### config.mk
export PLATFORM = sky130hd
export DESIGN_NAME = spi_id_responder
export DESIGN_NICKNAME = d
export VERILOG_FILES = /design/src/rtl/spi_id_pkg.sv /design/src/rtl/spi_id_sync.sv /design/src/rtl/spi_id_edge.sv /design/src/rtl/spi_id_stream.sv /design/src/rtl/spi_id_core.sv /design/src/rtl/spi_id_responder.sv
export SDC_FILE = /design/constraint.sdc
export NUM_CORES = 1
export LEC_CHECK = 0
export BUFFER_PORTS_ARGS = -buffer_cell sky130_fd_sc_hd__buf_2
export CAP_MARGIN = 10
export CORE_MARGIN = 5
export CORE_UTILIZATION = 58
export CTS_CLUSTER_SIZE = 24
export DETAILED_ROUTE_END_ITERATION = 8
export GPL_TIMING_DRIVEN = 0
export PLACE_DENSITY = 0.88
export SYNTH_ARGS = -nofsm -noshare
export SYNTH_HDL_FRONTEND = slang
export SYNTH_SLANG_ARGS = --single-unit
### constraint.sdc
create_clock -name clk_i -period 1.8 [get_ports clk_i]
set_input_delay 0.36 -clock clk_i [delete_from_list [all_inputs] [get_ports clk_i]]
set_output_delay 0.36 -clock clk_i [all_outputs]
set_load 0.05 [all_outputs]
### src/rtl/spi_id_pkg.sv
package spi_id_pkg;
  localparam logic [7:0] ID_OPCODE   = 8'hAB;
  localparam logic [7:0] MFR_FIRST   = 8'h9D;
  localparam logic [7:0] MFR_SECOND  = 8'h7F;

  localparam logic [7:0] DEV_512K    = 8'h7B;
  localparam logic [7:0] DEV_1M      = 8'h7C;
  localparam logic [7:0] DEV_2M      = 8'h7D;
  localparam logic [7:0] DEV_4M      = 8'h7E;

  typedef enum logic [1:0] {
    ST_CMD    = 2'd0,
    ST_DUMMY  = 2'd1,
    ST_DATA   = 2'd2,
    ST_IGNORE = 2'd3
  } id_state_e;
endpackage

### src/rtl/spi_id_sync.sv
module spi_id_sync #(
  parameter int          WIDTH      = 3,
  parameter int          STAGES     = 2,
  parameter logic [WIDTH-1:0] RST_VAL = '0
) (
  input  logic             clk_i,
  input  logic             rst_ni,
  input  logic [WIDTH-1:0] d_i,
  output logic [WIDTH-1:0] q_o
);
  for (genvar b = 0; b < WIDTH; b++) begin : g_bit
    logic [STAGES-1:0] chain_q;
    always_ff @(posedge clk_i or negedge rst_ni) begin
      if (!rst_ni) chain_q <= {STAGES{RST_VAL[b]}};
      else         chain_q <= {chain_q[STAGES-2:0], d_i[b]};
    end
    assign q_o[b] = chain_q[STAGES-1];
  end
endmodule

### src/rtl/spi_id_edge.sv
module spi_id_edge (
  input  logic clk_i,
  input  logic rst_ni,
  input  logic sck_s_i,
  output logic rise_o,
  output logic fall_o
);
  logic sck_d_q;
  always_ff @(posedge clk_i or negedge rst_ni) begin
    if (!rst_ni) sck_d_q <= 1'b0;
    else         sck_d_q <= sck_s_i;
  end
  assign rise_o = sck_s_i & ~sck_d_q;
  assign fall_o = ~sck_s_i & sck_d_q;
endmodule

### src/rtl/spi_id_stream.sv
module spi_id_stream #(
  parameter logic [7:0] DEV_ID = spi_id_pkg::DEV_1M,
  parameter int         ID_BITS = 24,
  parameter int         IDX_W   = 5
) (
  input  logic [IDX_W-1:0] idx_i,
  output logic             bit_o
);
  localparam logic [IDX_W-1:0] LAST_IDX = IDX_W'(ID_BITS - 1);
  logic [ID_BITS-1:0] stream;
  assign stream = {spi_id_pkg::MFR_FIRST, DEV_ID, spi_id_pkg::MFR_SECOND};
  assign bit_o  = stream[LAST_IDX - idx_i];
endmodule

### src/rtl/spi_id_core.sv
module spi_id_core
  import spi_id_pkg::*;
#(
  parameter int OPC_BITS   = 8,
  parameter int DUMMY_BITS = 24,
  parameter int ID_BITS    = 24,
  parameter int CNT_W      = 5,
  parameter int IDX_W      = 5
) (
  input  logic             clk_i,
  input  logic             rst_ni,
  input  logic             cs_s_i,
  input  logic             si_s_i,
  input  logic             rise_i,
  input  logic             fall_i,
  input  logic             id_bit_i,
  output id_state_e        state_o,
  output logic [CNT_W-1:0] cnt_o,
  output logic [IDX_W-1:0] idx_o,
  output logic             so_o,
  output logic             oe_o
);
  localparam logic [CNT_W-1:0] OPC_LAST   = CNT_W'(OPC_BITS - 1);
  localparam logic [CNT_W-1:0] DUMMY_LAST = CNT_W'(DUMMY_BITS - 1);
  localparam logic [IDX_W-1:0] IDX_LAST   = IDX_W'(ID_BITS - 1);

  id_state_e            state_q;
  logic [CNT_W-1:0]     cnt_q;
  logic [IDX_W-1:0]     idx_q;
  logic [OPC_BITS-1:0]  opc_q;
  logic [OPC_BITS-1:0]  opc_next;
  logic                 so_q, oe_q;

  assign opc_next = {opc_q[OPC_BITS-2:0], si_s_i};

  always_ff @(posedge clk_i or negedge rst_ni) begin
    if (!rst_ni) begin
      state_q <= ST_CMD;
      cnt_q   <= '0;
      idx_q   <= '0;
      opc_q   <= '0;
      so_q    <= 1'b0;
      oe_q    <= 1'b0;
    end else if (cs_s_i) begin
      state_q <= ST_CMD;
      cnt_q   <= '0;
      idx_q   <= '0;
      opc_q   <= '0;
      so_q    <= 1'b0;
      oe_q    <= 1'b0;
    end else begin
      unique case (state_q)
        ST_CMD: if (rise_i) begin
          opc_q <= opc_next;
          if (cnt_q == OPC_LAST) begin
            cnt_q   <= '0;
            state_q <= (opc_next == ID_OPCODE) ? ST_DUMMY : ST_IGNORE;
          end else begin
            cnt_q <= cnt_q + 1'b1;
          end
        end
        ST_DUMMY: if (rise_i) begin
          if (cnt_q == DUMMY_LAST) begin
            cnt_q   <= '0;
            state_q <= ST_DATA;
          end else begin
            cnt_q <= cnt_q + 1'b1;
          end
        end
        ST_DATA: if (fall_i) begin
          so_q  <= id_bit_i;
          oe_q  <= 1'b1;
          idx_q <= (idx_q == IDX_LAST) ? '0 : idx_q + 1'b1;
        end
        default: ;
      endcase
    end
  end

  assign state_o = state_q;
  assign cnt_o   = cnt_q;
  assign idx_o   = idx_q;
  assign so_o    = so_q;
  assign oe_o    = oe_q;
endmodule

### src/rtl/spi_id_responder.sv
module spi_id_responder
  import spi_id_pkg::*;
#(
  parameter logic [7:0] DEV_ID      = DEV_1M,
  parameter int         SYNC_STAGES = 2,
  parameter int         DUMMY_BYTES = 3
) (
  input  logic clk_i,
  input  logic rst_ni,
  input  logic sck_i,
  input  logic si_i,
  input  logic cs_ni,
  output logic so_o,
  output logic so_oe_o
);
  localparam int OPC_BITS   = 8;
  localparam int DUMMY_BITS = DUMMY_BYTES * 8;
  localparam int ID_BITS    = 24;
  localparam int CNT_MAX    = (DUMMY_BITS > OPC_BITS) ? DUMMY_BITS : OPC_BITS;
  localparam int CNT_W      = $clog2(CNT_MAX);
  localparam int IDX_W      = $clog2(ID_BITS);

  logic [2:0]       pins_s;
  logic             sck_s, si_s, cs_s;
  logic             sck_rise, sck_fall;
  logic             id_bit, oe_q;
  id_state_e        state;
  logic [CNT_W-1:0] bit_cnt;
  logic [IDX_W-1:0] out_idx;

  spi_id_sync #(.WIDTH(3), .STAGES(SYNC_STAGES), .RST_VAL(3'b100)) i_sync (
    .clk_i (clk_i),
    .rst_ni(rst_ni),
    .d_i   ({cs_ni, si_i, sck_i}),
    .q_o   (pins_s)
  );
  assign sck_s = pins_s[0];
  assign si_s  = pins_s[1];
  assign cs_s  = pins_s[2];

  spi_id_edge i_edge (
    .clk_i  (clk_i),
    .rst_ni (rst_ni),
    .sck_s_i(sck_s),
    .rise_o (sck_rise),
    .fall_o (sck_fall)
  );

  spi_id_stream #(.DEV_ID(DEV_ID), .ID_BITS(ID_BITS), .IDX_W(IDX_W)) i_stream (
    .idx_i(out_idx),
    .bit_o(id_bit)
  );

  spi_id_core #(
    .OPC_BITS  (OPC_BITS),
    .DUMMY_BITS(DUMMY_BITS),
    .ID_BITS   (ID_BITS),
    .CNT_W     (CNT_W),
    .IDX_W     (IDX_W)
  ) i_core (
    .clk_i   (clk_i),
    .rst_ni  (rst_ni),
    .cs_s_i  (cs_s),
    .si_s_i  (si_s),
    .rise_i  (sck_rise),
    .fall_i  (sck_fall),
    .id_bit_i(id_bit),
    .state_o (state),
    .cnt_o   (bit_cnt),
    .idx_o   (out_idx),
    .so_o    (so_o),
    .oe_o    (oe_q)
  );

  // raw select gates the enable so release needs no clock
  assign so_oe_o = oe_q & ~cs_ni;
endmodule

Yosys cells after proc, flatten, opt, wreduce, memory -nomap -nowiden. Memory sizes are Yosys's and may differ from the RTL's. Cells that the tools add are included.

Flip-flop bits (word level): 28. ROM bits: 32. Bits of input ports: 5. Output and inout bits: 2. Memories kept: 1.

Add/subtract/negate cells: 3. Magnitude comparators: 1. Equal/unequal tests: 10. Muxes and demuxes: 27. Bitwise logic cells: 6. Reduce and logical (&&, ||, !) cells: 10.

Memory list: (name not given) (words 32, width 1, rd ports 1, clocked after Yosys merged registers in 0, write ports 0, RTL line spi_id_stream.sv:12) `assign bit_o = stream[LAST_IDX - idx_i];`.

Operators with widths (count): $mux 5 (9); $mux 7 (3); $mux 2 (6); $ne 3x2->1 const B (4); $add 5x1->5 const B (2); $eq 5x5->1 const B (2); $pmux 5 s2 (1); $eq 8x8->1 const B (1); $reduce_bool 2->1 (4); $mux 1 (7); $lt 5x6->1 const B (1); $eq 5x3->1 const B (1); $reduce_and 5->1 (1); $sub 5x5->5 const A (1); $pmux 2 s2 (1); $reduce_and 2->1 (2); $and 1x1->1 (3); $not 1->1 (3); $reduce_and 3->1 (1); $reduce_bool 3->1 (1); $eq 2x1->1 const B (1); $eq 2x2->1 const B (1); $logic_not 2->1 (1).

Logic depth before layout (Yosys ltp). Gate-level depths: netlist (run 1).

Word-level depth: 6. Mapped depth: 6. Mapped depth without buffers: 6.

By module. Synthesis (run 1) repeated with hierarchy kept, for this count alone.

Cells, all modules: 131. Area, all modules: 1346.3 um^2.

By module, submodules not included: spi_id_core (times used 1, cells each 106, area each 1013.5 um^2, seq. area each 525.5 um^2); spi_id_sync (times used 1, cells each 9, area each 175.2 um^2, seq. area each 152.6 um^2); spi_id_stream (times used 1, cells each 12, area each 103.8 um^2, seq. area each 0.0 um^2); spi_id_edge (times used 1, cells each 3, area each 40.0 um^2, seq. area each 25.0 um^2); spi_id_responder (times used 1, cells each 1, area each 13.8 um^2, seq. area each 0.0 um^2).

Worst setup path before layout (run 1). Ideal clock, no wire load.

Kind: flip-flop to flip-flop. Start: register i_core.state_q[1], in the netlist i_core.state_o[1]. End: register i_core.opc_q[0]. Setup time: 0.132 ns. Arrival: 1.455 ns. Setup slack: 0.213 ns. Stages on the path, launching flop included: 6. Period minus slack after synthesis: 1.587 ns. Cells stage by stage: dfrtp_1 -> or3b_1 -> clkbuf_2 -> nor2_2 -> mux2i_1 -> nor2_1.

Word-level cells in the longest chain between the ends: 3.

RTL lines: start: declaration (RTL line spi_id_core.sv:27) `id_state_e state_q;`; start signal: assignment (RTL line spi_id_core.sv:57) `state_q <= (opc_next == ID_OPCODE) ? ST_DUMMY : ST_IGNORE;`; $logic_not 2->1 (RTL line spi_id_core.sv:52) `unique case (state_q)`; $reduce_bool 2->1 (no source line); $reduce_and 2->1 (no source line); end signal: assignment (RTL line spi_id_core.sv:54) `opc_q <= opc_next;`; end: declaration (RTL line spi_id_core.sv:30) `logic [OPC_BITS-1:0] opc_q;`.

Every way passes these cells. A chain may end at the register's enable or synchronous reset.

Worst setup path in the final report (run 1).
Start: register i_core.state_q[1], in the netlist i_core.state_o[1]. End: register i_core.cnt_q[4], in the netlist i_core.cnt_o[4].

Word-level cells in the longest chain between the ends: 3. Elaborated cells between the ends (all ways): 8.

RTL lines: $eq 2x1->1 / $logic_not 2->1 (equally long branches) (RTL line spi_id_core.sv:52); $ne 3x2->1 (no source line), or another cell as far along; $reduce_and 3->1 (no source line) / $mux 5 (equally long branches); end signal: assignment (RTL line spi_id_core.sv:59) `cnt_q <= cnt_q + 1'b1;`; end signal: assignment (RTL line spi_id_core.sv:67) `cnt_q <= cnt_q + 1'b1;`; end: declaration (RTL line spi_id_core.sv:28) `logic [CNT_W-1:0] cnt_q;`.

Several ways; a longest one is shown, not always the timed one.

==> flow_metrics.tcl, run 1 <==
set metrics [dict create \
    num_antenna_cells 0 \
    grt.total_usage 0.148 \
    nets 144 \
    ctsHtreeMaxLevel 1 \
    p_sw_uw 215 \
    clockBufferDepth 2 \
    synth-edff-count 0 \
    critPathKind "flop to flop" \
    netlist_top_cells_area "dfrtp_1 50%, mux2i_1 5.3%, nor2_1 5.2%" \
    drt_iter0_drc 12 \
    r2r-end "i_core.cnt_o[4]" \
    fin_worst_skew_ns 0.0161 \
    ant_nets 0 \
    drv_slew 0 \
    synthFlopType "dfrtp_1" \
    avgSynthCellArea_um2 10.7 \
    r2r_start "i_core.state_o[1]" \
    synthTopCellsByCount "26 x dfrtp_1, 18 x nor2_1, 7 x mux2i_1" \
    worstMarginPinSlew_ns 0.590 \
    cts_setup_buffers 0 \
    startpoint_type "flop" \
    syn_to_final_growth_pct 9.45 \
    core_area_mm2 0.00219 \
    slowest_delay_ns 0.48 \
    yosysWarnings 0 \
    path_cells "or3b_1, clkbuf_2, or4_1, a21oi_1" \
    grt_pass1_wl_um 3890 \
    die_h_um 57.5 \
    gp_congestion 0.738 \
    die_area_mm2 0.00331 \
    reg2reg_depth 4 \
    cts_resized 1 \
    yosysMostFrequentCell "dfrtp_1" \
    row_count 17 \
    cts_tree "done" \
    async_flop_share 1.00 \
    maxCapViolations 0 \
    relSlewSlack 0.607 \
    grt_max_degree 29 \
    power_frac_seq 0.594 \
    outcome "finished clean" \
    initial_core_util 0.599 \
    syn_area_mm2 0.00131 \
    grt_pass1_vias 940 \
    internal_power_uw 884 \
    grt.overflow.total 0 \
    insertion_delay_ns 0.33 \
    postLayoutCellArea_mm2 0.00144 \
    min_path_type "primary input to async pin" \
    ff2ff_setup_slack_ns 0.07 \
    path_buf_inv 1 \
    die_w_um 57.5 \
    dpl_cell_area_mm2 0.00138 \
    slowest_stage "or4_1" \
    route.detailed.drc 0 \
    hpwl_um 1560 \
    min_period_ns 1.73 \
    fin_tns_setup_ns 0 \
    postCtsHoldBufs 0 \
    yosysSeqAreaShare 0.536 \
    combPwrFrac 0.041 \
    dp_slack_ns 0.0119 \
    cp_top_family "simple AND/OR/NAND/NOR gates" \
    max_freq_mhz 580 \
    clkSinkCount 28 \
    irDropWorstVdd_uv 650 \
    cts_root_buf "clkbuf_4" \
    p_per_area_mw_per_mm2 765 \
    path_max_fanout 7 \
    setup_viol 0 \
    pwr-share-clk 0.365 \
    hold_viol 0 \
    synth_nets 133 \
    yosys.area.top_type "dfrtp_1" \
    drive_gt1_frac 0.120 \
    antenna_found_initial 0 \
    numPortBuffers 6 \
    leakage_uw 0.000618 \
    rsz0062_at_grt "false" \
    finalWirelength_um 2230 \
    synth_top_area_share 0.496 \
    setup_slack_ns 0.0745 \
    clkTransAtPathRegs_ns 0.15 \
    drt-pass1-iter-count 4 \
    vias 934 \
    synth_cell_types 39 \
    cp_data_required_time_ns 2.07 \
    endpoint_kind "flop" \
    syn-instance-count 123 \
    sw_frac_of_total 0.196 \
    ios 7 \
    worstPathArrival_ns 1.99 \
    post_drt_wl_per_cell_um 13.9 \
    synth_seq_cells 28 \
    cts_buffers 3 \
    period_share 0.959 \
    viasPerCell 5.80 \
]
## through the flow
step                total power, uW  utilization  hold WS [ns]  cells
floorplan                       685            -        0.0644    123
CTS                            1110        0.654        0.0257    161
finish                         1100        0.655       0.00387    161
global placement                706        0.628         0.334    157
detailed placement              710        0.628         0.337    157
global route                   1150        0.655        0.0444    161
## area by class of cell
cell class | count | area, um^2
Timing Repair Buffer | 6 | 30.0
Multi-Input combinational cell | 83 | 567
Tap cell | 28 | 35.0
Clock buffer | 3 | 22.5
Buffer | 6 | 25.0
Clock inverter | 1 | 30.0
Inverter | 6 | 22.5
Fill cell | 180 | 756
Sequential cell | 28 | 703
## cells in the final DEF (no fill, tap or decap), types with 2 or more instances in the layout
cell and instances:
inv_1 6, or3_1 2, clkbuf_1 4, buf_2 6, nand2_1 4, nor2_1 18, xnor2_1 2, nand3b_1 2
o21ai_0 2, nor4bb_1 2, xor2_1 2, ha_1 5, nand4_1 2, mux2i_1 7, dfstp_2 2, clkbuf_4 3
nand3_1 3, clkbuf_2 2, a21oi_1 6, a22oi_1 2, nor3_1 5, dfrtp_1 26
## worst register-to-register path: stages, from the launching register on
cell and delay, ns:
dfrtp_1 0.47, or3b_1 0.39, clkbuf_2 0.16, or4_1 0.48
a21oi_1 0.16
## worst max path at each step
stage	depth (start not counted)	endpoint	slack, ns	start
2_1_floorplan	5	i_core.opc_q[0]	0.21	i_core.state_o[1]
3_5_place_dp	5	i_core.opc_q[0]	0.01	i_core.state_o[1]
6_report	4	i_core.cnt_o[4]	0.07	i_core.state_o[1]
4_1_cts	4	i_core.cnt_o[4]	0.07	i_core.state_o[1]
3_3_place_gp	5	i_core.opc_q[1]	0.08	i_core.state_o[1]
5_1_grt	5	i_core.state_o[0]	0.001	i_core.state_o[1]
## routing by layer
layer,track usage,part of all wire
met5,0,0
met4,0.0430,0.010
met3,0.0271,0.029
met2,0.266,0.51
met1,0.177,0.45
## state kept, by name (all words and copies together), names as in the netlist
| name | cells |
|---|---|
| i_core.cnt_o | 5 |
| i_core.so_o | 1 |
| i_sync.g_bit.chain_q | 6 |
| i_core.state_o | 2 |
| i_core.idx_o | 5 |
| i_core.opc_q | 7 |
| i_edge.sck_d_q | 1 |
| i_core.oe_o | 1 |
## logic make-up after synthesis
family,synth area share
AO/OA/AOI/OAI,0.0849
XOR/XNOR,0.0267
adder cells (fa/ha/maj),0.0477
buffers and inverters,0.0353
flip-flops,0.536
multiplexers,0.0534
AND/OR/NAND/NOR,0.216
## power by group through the flow
stage          combinational, uW  sequential, uW  clock [uW]
6_report                    44.8             652         401
5_1_grt                     51.5             654         441
4_1_cts                     46.6             653         411
2_1_floorplan               23.9             661           0
3_3_place_gp                43.5             662           0
3_5_place_dp                45.8             664           0
No activity file was read; power rests on OpenSTA's default activity.
==> inputs of run 2 (changes only) <==
SETUP_SLACK_MARGIN = 0.15   (was default)
==> flow_metrics.tcl, run 2 (synthesis results as in run 1) <==
set metrics [dict create \
    die_h_um 57.5 \
    startpoint_type "flop" \
    cts_tree "done" \
    final_common_cell "dfrtp_1" \
    postCtsHoldBufs 0 \
    grt_max_degree 29 \
    fin_worst_skew_ns 0.0153 \
    power_frac_seq 0.587 \
    critPathKind "flop to flop" \
    fin_tns_setup_ns 0 \
    max_freq_mhz 613 \
    r2r-end "i_core.idx_o[2]" \
    cts_buffers 3 \
    internal_power_uw 889 \
    top_regs "i_core.opc_q: 7 flops, i_sync.g_bit.chain_q: 6 flops" \
    nFillCells 176 \
    ant_nets 0 \
    antenna_found_initial 0 \
    drt-pass1-iter-count 4 \
    row_count 17 \
    worstMarginPinSlew_ns 0.589 \
    hold_viol 0 \
    p_per_area_mw_per_mm2 745 \
    drive_gt1_frac 0.184 \
    dp.cells 157 \
    endpoint_kind "flop" \
    finalWirelength_um 2360 \
    r2r_start "i_core.state_o[0]" \
    num_antenna_cells 0 \
    final_cell_mix "25 x dfrtp_1, 18 x nor2_1, 8 x buf_2" \
    irDropWorstVdd_uv 636 \
    clkSinkCount 28 \
    cp_data_required_time_ns 2.00 \
    clkTransAtPathRegs_ns 0.15 \
    ctsHtreeMaxLevel 1 \
    gp_congestion 0.738 \
    cts_root_buf "clkbuf_4" \
    reg2reg_depth 6 \
    rsz0062_at_grt "true" \
    core_area_mm2 0.00219 \
    grt_pass1_wl_um 4000 \
    sw_frac_of_total 0.200 \
    min_period_ns 1.63 \
    vias 938 \
    fin_total_pwr_uw 1110 \
    route.detailed.drc 0 \
    largest_reg_flops 7 \
    grt.total_usage 0.151 \
    initial_core_util 0.599 \
    insertion_delay_ns 0.33 \
    maxCapViolations 0 \
    grt_pass1_vias 957 \
    nets 147 \
    post_drt_wl_per_cell_um 14.4 \
    setup_viol 0 \
    clockBufferDepth 2 \
    viasPerCell 5.72 \
    die_area_mm2 0.00331 \
    max_flop_register "i_core.opc_q" \
    drt_iter0_drc 30 \
    final_cells 164 \
    syn_to_final_growth_pct 13.7 \
    worstPathArrival_ns 1.83 \
    p_sw_uw 222 \
    ios 7 \
    relSlewSlack 0.607 \
    hpwl_um 1560 \
    die_w_um 57.5 \
    grt.overflow.total 0 \
    combPwrFrac 0.048 \
    numPortBuffers 6 \
    path_max_fanout 8 \
    leakage_uw 0.000641 \
    min_path_type "primary input to async pin" \
    outcome "finished clean" \
    drv_slew 0 \
    fin_util 0.681 \
    pwr-share-clk 0.366 \
    ff2ff_setup_slack_ns 0.17 \
    period_share 0.906 \
]
[run 2: cell types whose count changed in the layout (fill, tap and decap cells not counted), sizes merged]
| cell | change |
|---|---|
| buf | +6 |
| clkbuf | -3 |
[run 2: power by group through the flow]
stage          Clock [uW]  Combinational, uW  Sequential [uW]
2_1_floorplan           0               23.9              661
3_3_place_gp            0               43.5              662
3_5_place_dp            0               45.8              664
4_1_cts               411               47.5              653
5_1_grt               441               60.2              653
6_report              406               53.0              652
[run 2: stage by stage]
| stage | area [um^2] | setup slack (ns) | hold slack [ns] |
|---|---|---|---|
| floorplan | 1310 | 0.213 | 0.0644 |
| global placement | 1380 | 0.0846 | 0.334 |
| detailed placement | 1380 | 0.0119 | 0.337 |
| CTS | 1450 | 0.151 | 0.0257 |
| global route | 1490 | 0.00227 | 0.0444 |
| finish | 1490 | 0.169 | 0.00206 |
[run 2: cell type report]
| type | instances | area, um^2 | area share |
|---|---|---|---|
| Sequential cell | 28 | 704 | 0.472 |
| Buffer | 6 | 32.5 | 0.0218 |
| Inverter | 6 | 22.5 | 0.0151 |
| Clock buffer | 3 | 22.5 | 0.0151 |
| Timing Repair Buffer | 9 | 52.6 | 0.0352 |
| Clock inverter | 1 | 30.0 | 0.0201 |
| Multi-Input combinational cell | 83 | 592 | 0.397 |
| Tap cell | 28 | 35.0 | 0.0235 |
[run 2: how the worst max path moves through the flow]
stage                      endpoint  slack (ns)  cells after the start         startpoint
floorplan           i_core.opc_q[0]        0.21                      5  i_core.state_o[1]
global placement    i_core.opc_q[1]        0.08                      5  i_core.state_o[1]
detailed placement  i_core.opc_q[0]        0.01                      5  i_core.state_o[1]
CTS                 i_core.opc_q[6]        0.15                      5  i_core.state_o[1]
global route        i_core.idx_o[2]       0.002                      6  i_core.state_o[0]
finish              i_core.idx_o[2]        0.17                      6  i_core.state_o[0]
[run 2: per-layer routing]
layer | up-vias | track usage | part of all wire
met3 | 4 | 0.0271 | 0.032
met2 | 16 | 0.274 | 0.51
met4 | 0 | 0.0430 | 0.011
met1 | 458 | 0.181 | 0.44
li1 | 460 | - | -
met5 | - | 0 | 0
[run 2: what timing repair did]
action | 4_1_cts | 5_1_grt
setup endpoints to repair | 13 | 11
pin swaps | 3 | 2
setup buffers | 1 | 2
gates resized for setup | 5 | 9
[run 2: critical path, stage by stage (launching register included)]
cell      delay (ns)
dfrtp_1         0.39
buf_2           0.18
nor4bb_1        0.35
buf_2           0.26
nand2_1         0.09
xnor2_1         0.15
nor2_1          0.08
==> inputs of run 3 (changes only) <==
CORE_UTILIZATION = 59   (was 58)
PLACE_DENSITY = 0.89   (was 0.88)
SYNTH_HIERARCHICAL = 1   (was default)
==> flow_metrics.tcl, run 3 <==
set metrics [dict create \
    outcome "finished clean" \
    drt-pass1-iter-count 4 \
    fin_tns_setup_ns 0 \
    netlist_top_cells_area "dfrtp_1 48%, nand2_1 5.0%, a21oi_1 4.1%" \
    ant_nets 0 \
    synth-edff-count 0 \
    p_per_area_mw_per_mm2 750 \
    synth_nets 140 \
    worstMarginPinSlew_ns 0.598 \
    grt.total_usage 0.145 \
    die_w_um 57.8 \
    final_cell_mix "26 x dfrtp_1, 18 x nand2_1, 11 x a21oi_1, 10 x nor2_1" \
    largest_reg_flops 7 \
    viasPerCell 5.75 \
    worstPathArrival_ns 1.77 \
    antenna_found_initial 0 \
    postLayoutCellArea_mm2 0.00147 \
    dpl_cell_area_mm2 0.00141 \
    clkTransAtPathRegs_ns 0.14 \
    avgSynthCellArea_um2 10.3 \
    cp_top_family "simple AND/OR/NAND/NOR gates" \
    grt_max_degree 29 \
    numPortBuffers 6 \
    ios 7 \
    max_flop_register "i_core/opc_q" \
    syn-instance-count 131 \
    synth_top_family_by_area "simple AND/OR/NAND/NOR gates" \
    synthTopCellsByCount "26 x dfrtp_1, 18 x nand2_1, 11 x a21oi_1" \
    min_period_ns 1.52 \
    path_cells "buf_4, nor2b_1, nor2b_1, nand4_1, a211o_1, a21oi_1" \
    grt_pass1_vias 870 \
    cp_common_cell "nor2b_1" \
    cts_tree "done" \
    clkSinkCount 28 \
    num_antenna_cells 0 \
    rsz0062_at_grt "false" \
    vias 971 \
    ctsHtreeMaxLevel 1 \
    endpoint_kind "flop" \
    period_share 0.843 \
    hpwl_um 1610 \
    max_freq_mhz 659 \
    startpoint_type "flop" \
    nets 151 \
    insertion_delay_ns 0.32 \
    synth_seq_cells 28 \
    critPathKind "flop to flop" \
    yosys.area.top_type "dfrtp_1" \
    die_h_um 57.8 \
    min_path_type "primary input to async pin" \
    top_regs "i_core/opc_q: 7 flops, i_sync/g_bit.chain_q: 6 flops" \
    grt.overflow.total 0 \
    synthSimpleGateAreaFrac 0.217 \
    irDropWorstVdd_uv 537 \
    syn_to_final_growth_pct 8.83 \
    die_area_mm2 0.00334 \
    clockBufferDepth 2 \
    async_flop_share 1.00 \
    cts_root_buf "clkbuf_4" \
    hold_viol 0 \
    drt_iter0_drc 40 \
    drive_gt1_frac 0.177 \
    grt_pass1_wl_um 3820 \
    synthFlopType "dfrtp_1" \
    synth_xor_area_frac 0.0325 \
    slowest_stage "dfrtp_1" \
    yosysSeqAreaShare 0.522 \
    setup_viol 0 \
    synth_top_area_share 0.483 \
    path_max_fanout 4 \
    cts_buffers 3 \
    yosys.area_share.adder 0.0372 \
    syn_area_mm2 0.00135 \
    fin_worst_skew_ns 0.00504 \
    initial_core_util 0.615 \
    yosysMostFrequentCell "dfrtp_1" \
    final_common_cell "dfrtp_1" \
    post_drt_wl_per_cell_um 13.1 \
    row_count 17 \
    gp_congestion 0.754 \
    fin_util 0.669 \
    cp_data_required_time_ns 2.06 \
    route.detailed.drc 0 \
    slowest_delay_ns 0.35 \
    finalWirelength_um 2220 \
    leakage_uw 0.000636 \
    maxCapViolations 0 \
    relSlewSlack 0.601 \
    synth_cell_types 40 \
    synth.area.mux_share 0.0223 \
    core_area_mm2 0.00219 \
    yosysWarnings 6 \
    drv_slew 0 \
    path_buf_inv 1 \
    synth_compound_area_frac 0.124 \
]
-- run 3: cell count changes after synthesis, moves of 3 or more --
cell	change
nand2_1	+14
nor3_1	-3
o21ai_0	+5
mux2i_1	-4
a21oi_1	+5
nor2_1	-8
buf_4	+4
-- run 3: path summary, 6_finish.rpt --
| path | startpoint | end | slack, ns | cells after the start |
|---|---|---|---|---|
| setup / recovery | i_sync/g_bit[0].chain_q[1] | i_core/cnt_o[3] | 0.28 | 6 |
| hold / removal | rst_ni | i_core/idx_o[2] | 0.02 | 1 |
| setup reg to reg | i_sync/g_bit[0].chain_q[1] | i_core/cnt_o[3] | 0.28 | 6 |
| hold reg to reg | i_sync/g_bit[2].chain_q[0] | i_sync/g_bit[2].chain_q[1] | 0.37 | 0 |
| max in group asynchronous | rst_ni | i_edge/sck_d_q | 1.39 | 1 |
| min in group clk_i | si_i | i_sync/g_bit[1].chain_q[0] | 0.13 | 1 |
-- run 3: through the flow --
step | power, uW | setup WS, ns | instances | hold slack [ns]
after detailed placement | 713 | 0.176 | 165 | 0.338
after global placement | 709 | 0.220 | 165 | 0.331
final | 1100 | 0.283 | 169 | 0.0230
after global routing | 1150 | 0.151 | 169 | 0.0505
after CTS | 1110 | 0.162 | 169 | 0.0378
after floorplan | 686 | 0.417 | 131 | 0.0644
-- run 3: power by group --
group	total (uW)	switching [uW]	internal [uW]	leakage, uW
clock network	399	174	225	0.0000279
logic	52.5	36.2	16.3	0.000236
registers	648	5.42	642	0.000372
-- run 3: routing by layer --
metal / share of wire / global-route usage / vias to the layer above / wire [um]
met3: 0.054 / 0.0245 / 2 / 119
met4: 0.0077 / 0.0629 / 0 / 17
met1: 0.45 / 0.207 / 467 / 1000
met2: 0.49 / 0.216 / 29 / 1080
li1: - / - / 473 / -
met5: 0 / 0 / - / 0
-- run 3: timing repair --
item / in CTS / in global routing
setup buffers: 0 / 0
endpoints found under the setup margin: 0 / 10
resized for setup: 0 / 2
hold buffers: 0 / 0
-- run 3: layout make-up --
cell class	instances	area (um^2)
fill	158	726
tap	28	35.0
clock inverter	1	30.0
multi-input combinational	91	582
sequential	28	703
buffer	8	47.5
clock buffer	3	22.5
inverter	4	15.0
timing repair buffer	6	30.0
-- run 3: cell families (layout without fill, tap and decap cells) --
family	count (synthesis)	after routing
AO/OA/AOI/OAI	27	27
XOR/XNOR	5	5
adder cells (fa/ha/maj)	4	4
buffers and inverters	12	22
flip-flops	28	28
multiplexers	3	3
AND/OR/NAND/NOR	52	52
